### config.mk
export PLATFORM = sky130hd
export DESIGN_NAME = toggle_status
export DESIGN_NICKNAME = d
export VERILOG_FILES = /design/src/rtl/tgl_pkg.sv /design/src/rtl/tgl_timer.sv /design/src/rtl/tgl_seq.sv /design/src/rtl/tgl_flip.sv /design/src/rtl/toggle_status.sv
export SDC_FILE = /design/constraint.sdc
export NUM_CORES = 1
export LEC_CHECK = 0
export CORE_MARGIN = 5
export CORE_UTILIZATION = 25
export DETAILED_ROUTE_END_ITERATION = 16
export GPL_ROUTABILITY_DRIVEN = 1
export PLACE_DENSITY = 0.39
export SYNTH_ARGS = -nofsm -noshare
export SYNTH_HDL_FRONTEND = slang
export SYNTH_HIERARCHICAL = 1
export SYNTH_SLANG_ARGS = --single-unit
### constraint.sdc
create_clock -name clk -period 6.1 [get_ports clk]
set_input_delay 1.525 -clock clk [delete_from_list [all_inputs] [get_ports clk]]
set_output_delay 1.525 -clock clk [all_outputs]
set_load 0.02 [all_outputs]
### src/rtl/tgl_pkg.sv
package tgl_pkg;
  typedef enum logic [2:0] {
    ST_IDLE, ST_PROG, ST_ERASE, ST_SUSP, ST_SPROG, ST_PPROT, ST_EPROT, ST_SPPROT
  } tgl_state_t;

  // states in which reads of the busy bank see a changing bit
  function automatic logic is_busy(tgl_state_t s);
    return s inside {ST_PROG, ST_ERASE, ST_SPROG, ST_PPROT, ST_EPROT, ST_SPPROT};
  endfunction

  // states in which status rather than array data is presented
  function automatic logic is_active(tgl_state_t s);
    return s != ST_IDLE;
  endfunction

  function automatic logic next_toggle(logic cur, logic rise, logic en);
    return cur ^ (rise & en);
  endfunction
endpackage

### src/rtl/tgl_timer.sv
module tgl_timer #(
  parameter int CW = 8
) (
  input  logic          clk,
  input  logic          rst_n,
  input  logic          start,
  input  logic [CW-1:0] len,
  output logic          done
);
  logic [CW-1:0] cnt;
  logic          run;

  always_ff @(posedge clk) begin
    if (!rst_n) begin
      cnt <= '0;
      run <= 1'b0;
    end else if (start) begin
      cnt <= len - CW'(1);
      run <= 1'b1;
    end else if (run) begin
      if (cnt == '0) run <= 1'b0;
      else           cnt <= cnt - CW'(1);
    end
  end

  assign done = run && (cnt == '0);
endmodule

### src/rtl/tgl_seq.sv
module tgl_seq
  import tgl_pkg::*;
#(
  parameter int          CW             = 8,
  parameter int unsigned ERASE_PROT_CYC = 6,
  parameter int unsigned PROG_PROT_CYC  = 11
) (
  input  logic          clk,
  input  logic          rst_n,
  input  logic          cmd_prog,
  input  logic          cmd_erase,
  input  logic          cmd_suspend,
  input  logic          cmd_resume,
  input  logic          prog_prot,
  input  logic          erase_all_prot,
  input  logic          op_done,
  input  logic          tmo_done,
  output tgl_state_t    state,
  output logic          tmo_start,
  output logic [CW-1:0] tmo_len
);
  tgl_state_t nxt;

  always_comb begin
    nxt       = state;
    tmo_start = 1'b0;
    tmo_len   = '0;
    case (state)
      ST_IDLE: begin
        if (cmd_prog) begin
          if (prog_prot) begin
            nxt = ST_PPROT; tmo_start = 1'b1; tmo_len = CW'(PROG_PROT_CYC);
          end else nxt = ST_PROG;
        end else if (cmd_erase) begin
          if (erase_all_prot) begin
            nxt = ST_EPROT; tmo_start = 1'b1; tmo_len = CW'(ERASE_PROT_CYC);
          end else nxt = ST_ERASE;
        end
      end
      ST_PROG:  if (op_done) nxt = ST_IDLE;
      ST_ERASE: begin
        if (op_done)          nxt = ST_IDLE;
        else if (cmd_suspend) nxt = ST_SUSP;
      end
      ST_SUSP: begin
        if (cmd_resume) nxt = ST_ERASE;
        else if (cmd_prog) begin
          if (prog_prot) begin
            nxt = ST_SPPROT; tmo_start = 1'b1; tmo_len = CW'(PROG_PROT_CYC);
          end else nxt = ST_SPROG;
        end
      end
      ST_SPROG:  if (op_done)  nxt = ST_SUSP;
      ST_PPROT:  if (tmo_done) nxt = ST_IDLE;
      ST_EPROT:  if (tmo_done) nxt = ST_IDLE;
      ST_SPPROT: if (tmo_done) nxt = ST_SUSP;
      default:   nxt = ST_IDLE;
    endcase
  end

  always_ff @(posedge clk) begin
    if (!rst_n) state <= ST_IDLE;
    else        state <= nxt;
  end
endmodule

### src/rtl/tgl_flip.sv
module tgl_flip
  import tgl_pkg::*;
(
  input  logic clk,
  input  logic rst_n,
  input  logic rd_stb,
  input  logic flip_en,
  output logic rd_rise,
  output logic bit_q
);
  logic stb_q;

  assign rd_rise = rd_stb & ~stb_q;

  always_ff @(posedge clk) begin
    if (!rst_n) begin
      stb_q <= 1'b0;
      bit_q <= 1'b0;
    end else begin
      stb_q <= rd_stb;
      bit_q <= next_toggle(bit_q, rd_rise, flip_en);
    end
  end
endmodule

### src/rtl/toggle_status.sv
module toggle_status
  import tgl_pkg::*;
#(
  parameter int unsigned ERASE_PROT_CYC = 25000,
  parameter int unsigned PROG_PROT_CYC  = 250000
) (
  input  logic clk,
  input  logic rst_n,
  input  logic cmd_prog,
  input  logic cmd_erase,
  input  logic cmd_suspend,
  input  logic cmd_resume,
  input  logic prog_prot,
  input  logic erase_all_prot,
  input  logic op_done,
  input  logic rd_stb,
  input  logic rd_busy_bank,
  output logic status_bit,
  output logic status_sel
);
  localparam int unsigned MAX_LEN = (ERASE_PROT_CYC > PROG_PROT_CYC) ? ERASE_PROT_CYC : PROG_PROT_CYC;
  localparam int CW = $clog2(MAX_LEN + 1);

  tgl_state_t    state;
  logic          tmo_start, tmo_done;
  logic [CW-1:0] tmo_len;
  logic          busy, active, suspended, flip_en, rd_rise;

  tgl_seq #(.CW(CW), .ERASE_PROT_CYC(ERASE_PROT_CYC), .PROG_PROT_CYC(PROG_PROT_CYC)) u_seq (
    .clk(clk), .rst_n(rst_n), .cmd_prog(cmd_prog), .cmd_erase(cmd_erase),
    .cmd_suspend(cmd_suspend), .cmd_resume(cmd_resume), .prog_prot(prog_prot),
    .erase_all_prot(erase_all_prot), .op_done(op_done), .tmo_done(tmo_done),
    .state(state), .tmo_start(tmo_start), .tmo_len(tmo_len)
  );

  tgl_timer #(.CW(CW)) u_timer (
    .clk(clk), .rst_n(rst_n), .start(tmo_start), .len(tmo_len), .done(tmo_done)
  );

  assign busy      = is_busy(state);
  assign active    = is_active(state);
  assign suspended = (state == ST_SUSP);
  assign flip_en   = busy & rd_busy_bank;

  tgl_flip u_flip (
    .clk(clk), .rst_n(rst_n), .rd_stb(rd_stb), .flip_en(flip_en),
    .rd_rise(rd_rise), .bit_q(status_bit)
  );

  assign status_sel = active & rd_busy_bank;
endmodule

==> reports/qor.txt, run 1 <==
Final Max Slew Viols - 0
area of the multi-input gates - 1400 µm²
CORE AREA - 8130 µm²
wire per inst - 14.0 µm
first-pass GRT wire length - 8330 µm
Post-Route WL - 5000 µm
CTS Sinks - 24
pwr dens - 512 nW/µm²
Die Wd - 101 µm
Lkg Pwr - 0.828 nW
Vias - 1752
Port Buf Inserts - 12
f_max - 203 MHz
Setup crit end kind - flop
setup bufs post-CTS - 0
Synth Cell Area - 2070 µm²
worst hold path type - flop to flop
initial antenna violation count - 0
starting density of the core - 0.254
RSZ-0062 raised after global routing - false
die area - 10200 µm²
post-layout net count - 266
Relative slew margins - 0.450
Setup crit start kind - input pin
CTS buffer count - 3
Overall Power - 1.14 mW
dpl cell area - 2180 µm²
endpoints failing setup - 0
vias in the first global route - 1693
skew final - 0.00367 ns
# resized after CTS - 0
H-tree levels - 1
Post-DRT Antenna Nets - 0
worst hold margin - 0.480 ns
register area - 480 µm²
Worst Path Arrival - 5.10 ns
Final min period - 4.92 ns
GRT Util Overall - 0.101
Vias/cell - 4.89
diode count - 0
worst ir drop on vdd - 0.000137 V
Filler cells - 868
worst-margin pin slew - 0.825 ns
Iteration-0 DRC Markers - 69
GPL Wtd Cong - 0.722
grt total ovfl - 0
Syn. warnings - 6
clock-pin slew on the worst setup and hold paths - 0.09 ns
final hold vios - 0
num rows - 33
status - completed
largest net degree at the start of global routing - 52
worst-path fanout max - 12
Final Cycle Share - 0.807
Cells after Synth - 258
layout cells sized above 1 - 0.0791
I/O pin total - 13
DP HPWL - 3520 µm
CTS Buffer Depth - 2
CTS tree - done
Worst EP required - 6.27 ns
Worst-Skew Late Latency - 0.27 ns
Worst Path Class, Setup - input pin to flop
die span in y - 101 µm
Final Instance Area - 2230 µm²
area delta synth->final - 7.80%
Post-route DRC - 0
Root Driver - clkbuf_8
setup_tns - 0 ns
syn_area_per_cell - 8.02 µm²
Max Cap Violations - 0
Hold Buf Count CTS - 0
Initial DRT Pass Iterations - 4
## stage by stage
| step | instances | setup slack [ns] | utilization |
|---|---|---|---|
| after CTS | 358 | 1.16 | 0.274 |
| after floorplan | 264 | 0.782 | - |
| after global placement | 354 | 0.970 | 0.267 |
| after detailed placement | 354 | 0.867 | 0.267 |
| final | 358 | 1.18 | 0.274 |
| after global routing | 358 | 0.866 | 0.274 |
## worst max-delay path: stages
cell	delay (ns)
clkdlybuf4s50_1	0.64
o2111a_1	0.57
or2_2	0.30
mux2i_1	0.26
ha_1	0.25
or4bb_1	0.54
a2bb2o_4	0.29
nor4_4	0.25
nand2_1	0.10
xnor2_1	0.16
o211a_1	0.20
## layout by cell type (no fill, tap or decap), types with 3 or more instances in the layout
cell	instances
nor2_1	18
clkbuf_8	4
a21oi_1	7
mux2i_1	6
nor2b_1	3
nand3b_1	3
buf_4	3
dfxtp_1	24
o21a_1	3
a31oi_1	4
a22o_1	3
inv_1	6
o21ai_1	5
o211a_1	7
nand2b_1	3
o2111ai_1	3
nand3_1	7
nor3_1	9
conb_1	7
o22ai_1	3
xnor2_1	17
nand4_1	3
nor4_1	6
o21ai_0	5
xor2_1	8
nor3b_1	5
nand2_1	26
clkdlybuf4s50_1	12
## final cells by class
type	count	area share
sequential	24	0.215
timing repair buffer	15	0.0639
tap	105	0.0589
inverter	7	0.0118
multi-input combinational	203	0.625
clock buffer	4	0.0247
## state kept, by name, indices dropped and copies added (netlist names)
name / count
u_flip/bit_q: 1
u_flip/stb_q: 1
u_seq/state: 3
u_timer/cnt: 18
u_timer/run: 1
## report_power, final
group | switching [mW] | leakage [nW] | internal (mW) | total (mW)
Combinational | 0.409 | 0.602 | 0.317 | 0.726
Clock | 0.0568 | 0.0288 | 0.0577 | 0.115
Sequential | 0.0819 | 0.197 | 0.218 | 0.300
## final timing paths
check	cells past startpoint	slack, ns	endpoint	from
worst max-delay path	11	1.18	u_timer/cnt[12]$_SDFFE_PN0P_	cmd_prog
worst min-delay path	2	0.48	u_flip/bit_q$_SDFF_PN0_	u_flip/bit_q$_SDFF_PN0_
worst max register to register	11	2.20	u_timer/cnt[12]$_SDFFE_PN0P_	u_seq/state[1]$_SDFFE_PN0P_
worst min register to register	2	0.48	u_flip/bit_q$_SDFF_PN0_	u_flip/bit_q$_SDFF_PN0_
## metal layers
metal / wire (µm) / vias up / GRT usage
met5: 0 / - / 0
met4: 39 / 0 / 0.0307
met3: 139 / 2 / 0.0173
met2: 2340 / 15 / 0.173
met1: 2480 / 822 / 0.130
li1: - / 913 / -
No activity file was read; power rests on OpenSTA's default activity.
==> run 2, diff against run 1 <==
- clock period: 6.1 -> 4.8 ns (I/O delays scaled with it)
==> reports/qor.txt, run 2 (same netlist as run 1, synthesis figures left out) <==
Initial DRT Pass Iterations - 4 (unchanged)
Filler cells - 881 (was 868)
top flop regs - u_timer/cnt: 18 flops, u_seq/state: 3 flops (unchanged)
switching power - 712 µW (was 548 µW)
diode count - 0 (unchanged)
starting density of the core - 0.254 (unchanged)
met2 Resource Use GR - 0.177 (was 0.173)
sequential share of power - 0.254 (was 0.263)
most frequent cells in the layout - 26 x nand2_1, 24 x dfxtp_1, 18 x nor2_1 (unchanged)
setup_tns - 0 ns (unchanged)
Lkg Pwr - 0.850 nW (was 0.828 nW)
CTS Sinks - 24 (unchanged)
Bufs and invs on worst path - 1 (unchanged)
Setup crit end kind - flop (unchanged)
Worst-Skew Late Latency - 0.28 ns (was 0.27 ns)
Root Driver - clkbuf_8 (unchanged)
Reg with most FFs - u_timer/cnt (unchanged)
status - completed (unchanged)
slowest CP cell - or4bb_1 (was clkdlybuf4s50_1)
CORE AREA - 8130 µm² (unchanged)
clock share of power - 0.126 (was 0.100)
Vias - 1789 (was 1752)
worst-path fanout max - 7 (was 12)
worst hold margin - 0.478 ns (was 0.480 ns)
H-tree levels - 1 (unchanged)
Max Cap Violations - 0 (unchanged)
Worst Path Class, Setup - input pin to flop (unchanged)
clock-pin slew on the worst setup and hold paths - 0.10 ns (was 0.09 ns)
placed cells - 357 (was 354)
pwr dens - 665 nW/µm² (was 512 nW/µm²)
layout cells sized above 1 - 0.0938 (was 0.0791)
dpl ws - 0.336 ns (was 0.867 ns)
Worst EP required - 4.98 ns (was 6.27 ns)
die area - 10200 µm² (unchanged)
wire per inst - 14.3 µm (was 14.0 µm)
f_max - 241 MHz
final hold vios - 0 (unchanged)
Switching Fraction - 0.471 (was 0.480)
most used routing layer - met2 (unchanged)
worst ir drop on vdd - 0.000186 V (was 0.000137 V)
Iteration-0 DRC Markers - 87 (was 69)
Final min period - 4.16 ns
Hold Buf Count CTS - 0 (unchanged)
GRT Util Overall - 0.104 (was 0.101)
first-pass GRT wire length - 8510 µm (was 8330 µm)
post-layout net count - 269 (was 266)
met3 Use GR - 0.0187 (was 0.0173)
RSZ-0062 raised after global routing - false (unchanged)
Die Wd - 101 µm (unchanged)
GPL Wtd Cong - 0.749 (was 0.722)
Post-Route WL - 5150 µm (was 5000 µm)
skew final - 0.00254 ns (was 0.00367 ns)
I/O pin total - 13 (unchanged)
PnR worst setup slack - 0.643 ns (was 1.18 ns)
Largest register FFs - 18 (unchanged)
num rows - 33 (unchanged)
CP cell instances - clkdlybuf4s50_1 > and3b_1 > o2111a_1 > or2_2 > mux2i_1 > ha_1 > or4bb_1 > a2bb2o_4 > nor4_4 > nand2_1 > xnor2_1 > o211a_1 (was clkdlybuf4s50_1 > o2111a_1 > or2_2 > mux2i_1 > ha_1 > or4bb_1 > a2bb2o_4 > nor4_4 > nand2_1 > xnor2_1 > o211a_1)
M1 GR Usage - 0.133 (was 0.130)
Gate power share - 0.620 (was 0.636)
die span in y - 101 µm (unchanged)
Final Non-Filler Cells - 361 (was 358)
area delta synth->final - 9.73% (was 7.80%)
worst hold path type - flop to flop (unchanged)
worst-margin pin slew - 0.859 ns (was 0.825 ns)
Worst Path Arrival - 4.34 ns (was 5.10 ns)
initial antenna violation count - 0 (unchanged)
commonest non-fill, non-tap cell in the layout - nand2_1 (unchanged)
Final Cycle Share - 0.866
Internal - 798 µW (was 594 µW)
Setup crit start kind - input pin (unchanged)
setup bufs post-CTS - 0 (unchanged)
vias in the first global route - 1700 (was 1693)
Post-route DRC - 0 (unchanged)
largest net degree at the start of global routing - 38 (was 52)
Overall Power - 1.51 mW (was 1.14 mW)
Top delay family on crit path - simple AND/OR/NAND/NOR gates (unchanged)
# resized after CTS - 0 (unchanged)
Relative slew margins - 0.427 (was 0.450)
Final Max Slew Viols - 0 (unchanged)
endpoints failing setup - 0 (unchanged)
Vias/cell - 4.96 (was 4.89)
grt total ovfl - 0 (unchanged)
CTS buffer count - 3 (unchanged)
Port Buf Inserts - 12 (unchanged)
CTS Buffer Depth - 2 (unchanged)
DP HPWL - 3660 µm (was 3520 µm)
Post-DRT Antenna Nets - 0 (unchanged)
CTS tree - done (unchanged)
Crit path largest cell delay - 0.54 ns (was 0.64 ns)
-- run 2: layer usage --
layer	part of all wire	wire, µm
met1	0.48	2480
met2	0.48	2500
met3	0.027	138
met4	0.0076	39
met5	0	0
-- run 2: path summary, 6_finish.rpt --
kind	from	to	slack [ns]	depth (start not counted)
setup / recovery	cmd_resume	u_timer/cnt[12]$_SDFFE_PN0P_	0.64	12
hold / removal	u_flip/bit_q$_SDFF_PN0_	u_flip/bit_q$_SDFF_PN0_	0.48	2
setup reg to reg	u_seq/state[1]$_SDFFE_PN0P_	u_timer/cnt[12]$_SDFFE_PN0P_	1.31	11
hold reg to reg	u_flip/bit_q$_SDFF_PN0_	u_flip/bit_q$_SDFF_PN0_	0.48	2
-- run 2: area by class of cell --
type                    count  area (µm²)  area share
clock buffers               3        41.3      0.0182
clock inverters             1        30.0      0.0132
inverters                   7        26.3      0.0116
multi-input cells         203        1400       0.615
flip-flops and latches     24         480       0.212
well taps                 105         131      0.0579
repair buffers             18         165      0.0727
-- run 2: metrics by stage --
stage	utilization	area, µm²
finish	0.279	2270
floorplan	-	2100
CTS	0.279	2270
detailed placement	0.270	2200
global placement	0.270	2200
global route	0.279	2270
-- run 2: worst register-to-register path, delay by kind of cell, from the launching register on --
kind	cells	cell delay (ns)
DFF	1	0.67
and+or+nand+nor	5	1.35
xor gates and xnor gates	1	0.17
adders and majority gates	1	0.26
muxes	1	0.26
AOI/OAI and AO/OA	3	0.68
-- run 2: power groups by stage --
stage	Combinational [mW]	Sequential [mW]	Clock (mW)
2_1_floorplan	0.831	0.344	0
3_3_place_gp	0.939	0.391	0
3_5_place_dp	0.937	0.388	0
4_1_cts	0.943	0.384	0.200
5_1_grt	1.05	0.398	0.205
6_report	0.936	0.383	0.190
==> run 3, diff against run 2 <==
- CORE_MARGIN: 5 -> 1.5
- TNS_END_PERCENT: not set -> 1
==> reports/qor.txt, run 3 (same netlist as run 1, synthesis figures left out) <==
worst ir drop on vdd - 0.000176 V (was 0.000186 V)
area of the multi-input gates - 1400 µm² (unchanged)
commonest non-fill, non-tap cell in the layout - nand2_1 (unchanged)
placed cells - 357 (unchanged)
largest net degree at the start of global routing - 42 (was 38)
CTS Sinks - 24 (unchanged)
Largest register FFs - 18 (unchanged)
worst hold path type - flop to flop (unchanged)
Final min period - 4.23 ns (was 4.16 ns)
dpl ws - 0.320 ns (was 0.336 ns)
setup bufs post-CTS - 0 (unchanged)
setup_tns - 0 ns (unchanged)
f_max - 237 MHz (was 241 MHz)
Port Buf Inserts - 12 (unchanged)
Worst Path Class, Setup - input pin to flop (unchanged)
Final Max Slew Viols - 0 (unchanged)
Iteration-0 DRC Markers - 110 (was 87)
CTS Buffer Depth - 2 (unchanged)
diode count - 0 (unchanged)
worst-path fanout max - 7 (unchanged)
Setup crit start kind - input pin (unchanged)
Filler cells - 874 (was 881)
pwr dens - 649 nW/µm² (was 665 nW/µm²)
starting density of the core - 0.254 (unchanged)
GPL Wtd Cong - 0.756 (was 0.749)
final core area utilization - 0.277 (was 0.279)
Final Cycle Share - 0.881 (was 0.866)
die area - 8830 µm² (was 10200 µm²)
RR Startpoint - u_seq/state[1]$_SDFFE_PN0P_ (unchanged)
end of the worst register-to-register path - u_timer/cnt[12]$_SDFFE_PN0P_ (unchanged)
Final Non-Filler Cells - 361 (unchanged)
status - completed (unchanged)
CTS buffer count - 3 (unchanged)
wire per inst - 13.9 µm (was 14.3 µm)
worst-margin pin slew - 0.866 ns (was 0.859 ns)
reg2reg path depth - 11 (unchanged)
Lkg Pwr - 0.843 nW (was 0.850 nW)
GRT Util Overall - 0.122 (was 0.104)
Root Driver - clkbuf_8 (unchanged)
r2r setup slk - 1.34 ns (was 1.31 ns)
Worst Path Arrival - 4.39 ns (was 4.34 ns)
Hold Crit Depth - 2 (unchanged)
layout cells sized above 1 - 0.0938 (unchanged)
Setup crit end kind - flop (unchanged)
CTS tree - done (unchanged)
worst hold endpoint - u_flip/bit_q$_SDFF_PN0_ (unchanged)
RSZ-0062 raised after global routing - false (unchanged)
# resized after CTS - 0 (unchanged)
Post-route DRC - 0 (unchanged)
post-layout net count - 269 (unchanged)
num rows - 33 (unchanged)
endpoints failing setup - 0 (unchanged)
Reg with most FFs - u_timer/cnt (unchanged)
area delta synth->final - 8.95% (was 9.73%)
grt total ovfl - 0 (unchanged)
Worst EP required - 4.97 ns (was 4.98 ns)
Overall Power - 1.46 mW (was 1.51 mW)
DP HPWL - 3610 µm (was 3660 µm)
Max Cap Violations - 0 (unchanged)
Hold Buf Count CTS - 0 (unchanged)
H-tree levels - 1 (unchanged)
top flop regs - u_timer/cnt: 18 flops, u_seq/state: 3 flops (unchanged)
die span in y - 94.0 µm (was 101 µm)
clock-pin slew on the worst setup and hold paths - 0.09 ns (was 0.10 ns)
skew final - 0.00195 ns (was 0.00254 ns)
worst hold margin - 0.479 ns (was 0.478 ns)
Post-DRT Antenna Nets - 0 (unchanged)
hold_sp - u_flip/bit_q$_SDFF_PN0_ (unchanged)
Post-Route WL - 5010 µm (was 5150 µm)
first-pass GRT wire length - 8650 µm (was 8510 µm)
Vias - 1827 (was 1789)
Relative slew margins - 0.423 (was 0.427)
register area - 480 µm² (unchanged)
Worst-Skew Late Latency - 0.27 ns (was 0.28 ns)
Initial DRT Pass Iterations - 4 (unchanged)
initial antenna violation count - 0 (unchanged)
CORE AREA - 8130 µm² (unchanged)
PnR worst setup slack - 0.573 ns (was 0.643 ns)
Die Wd - 94.0 µm (was 101 µm)
Vias/cell - 5.06 (was 4.96)
most frequent cells in the layout - 26 x nand2_1, 24 x dfxtp_1, 18 x nor2_1 (unchanged)
Final Instance Area - 2250 µm² (was 2270 µm²)
final hold vios - 0 (unchanged)
I/O pin total - 13 (unchanged)
dpl cell area - 2200 µm² (unchanged)
vias in the first global route - 1762 (was 1700)
## run 3: area by class of cell
cell class                 count  share of cell area
tap                          105              0.0583
sequential                    24               0.213
timing repair buffer          18              0.0733
clock buffer                   4              0.0244
multi-input combinational    203               0.619
inverter                       7              0.0117
## run 3: worst max-delay path by stage
stage | from | end | cells past startpoint
6_report | erase_all_prot | u_timer/cnt[12]$_SDFFE_PN0P_ | 12
5_1_grt | erase_all_prot | u_timer/cnt[12]$_SDFFE_PN0P_ | 12
2_1_floorplan | cmd_prog | u_timer/cnt[12]$_SDFFE_PN0P_ | 17
4_1_cts | erase_all_prot | u_timer/cnt[12]$_SDFFE_PN0P_ | 12
3_5_place_dp | erase_all_prot | u_timer/cnt[12]$_SDFFE_PN0P_ | 12
3_3_place_gp | erase_all_prot | u_timer/cnt[12]$_SDFFE_PN0P_ | 12
## run 3: report_power, final
group          total [mW]  internal, mW  switching [mW]  leakage, nW
Combinational       0.940         0.409           0.531        0.617
Clock               0.142        0.0733          0.0684       0.0288
Sequential          0.381         0.278           0.104        0.197
Total                1.46         0.760           0.703        0.843
## run 3: per-layer routing
layer | track usage | part of all wire | routed length [µm] | vias to the layer above
met5 | 0 | 0 | 0 | -
met4 | 0.0348 | 0.011 | 55 | 0
met3 | 0.0178 | 0.027 | 133 | 6
met2 | 0.202 | 0.49 | 2430 | 21
met1 | 0.163 | 0.48 | 2390 | 873
li1 | - | - | - | 927
## run 3: critical path, stage by stage
cell	delay [ns]
clkdlybuf4s50_1	0.47
nor4b_1	0.27
and3_2	0.24
or2_2	0.17
mux2i_1	0.24
ha_1	0.24
or4bb_1	0.54
a2bb2o_4	0.29
nor4_4	0.26
nand2_1	0.11
xnor2_1	0.17
o211a_1	0.20
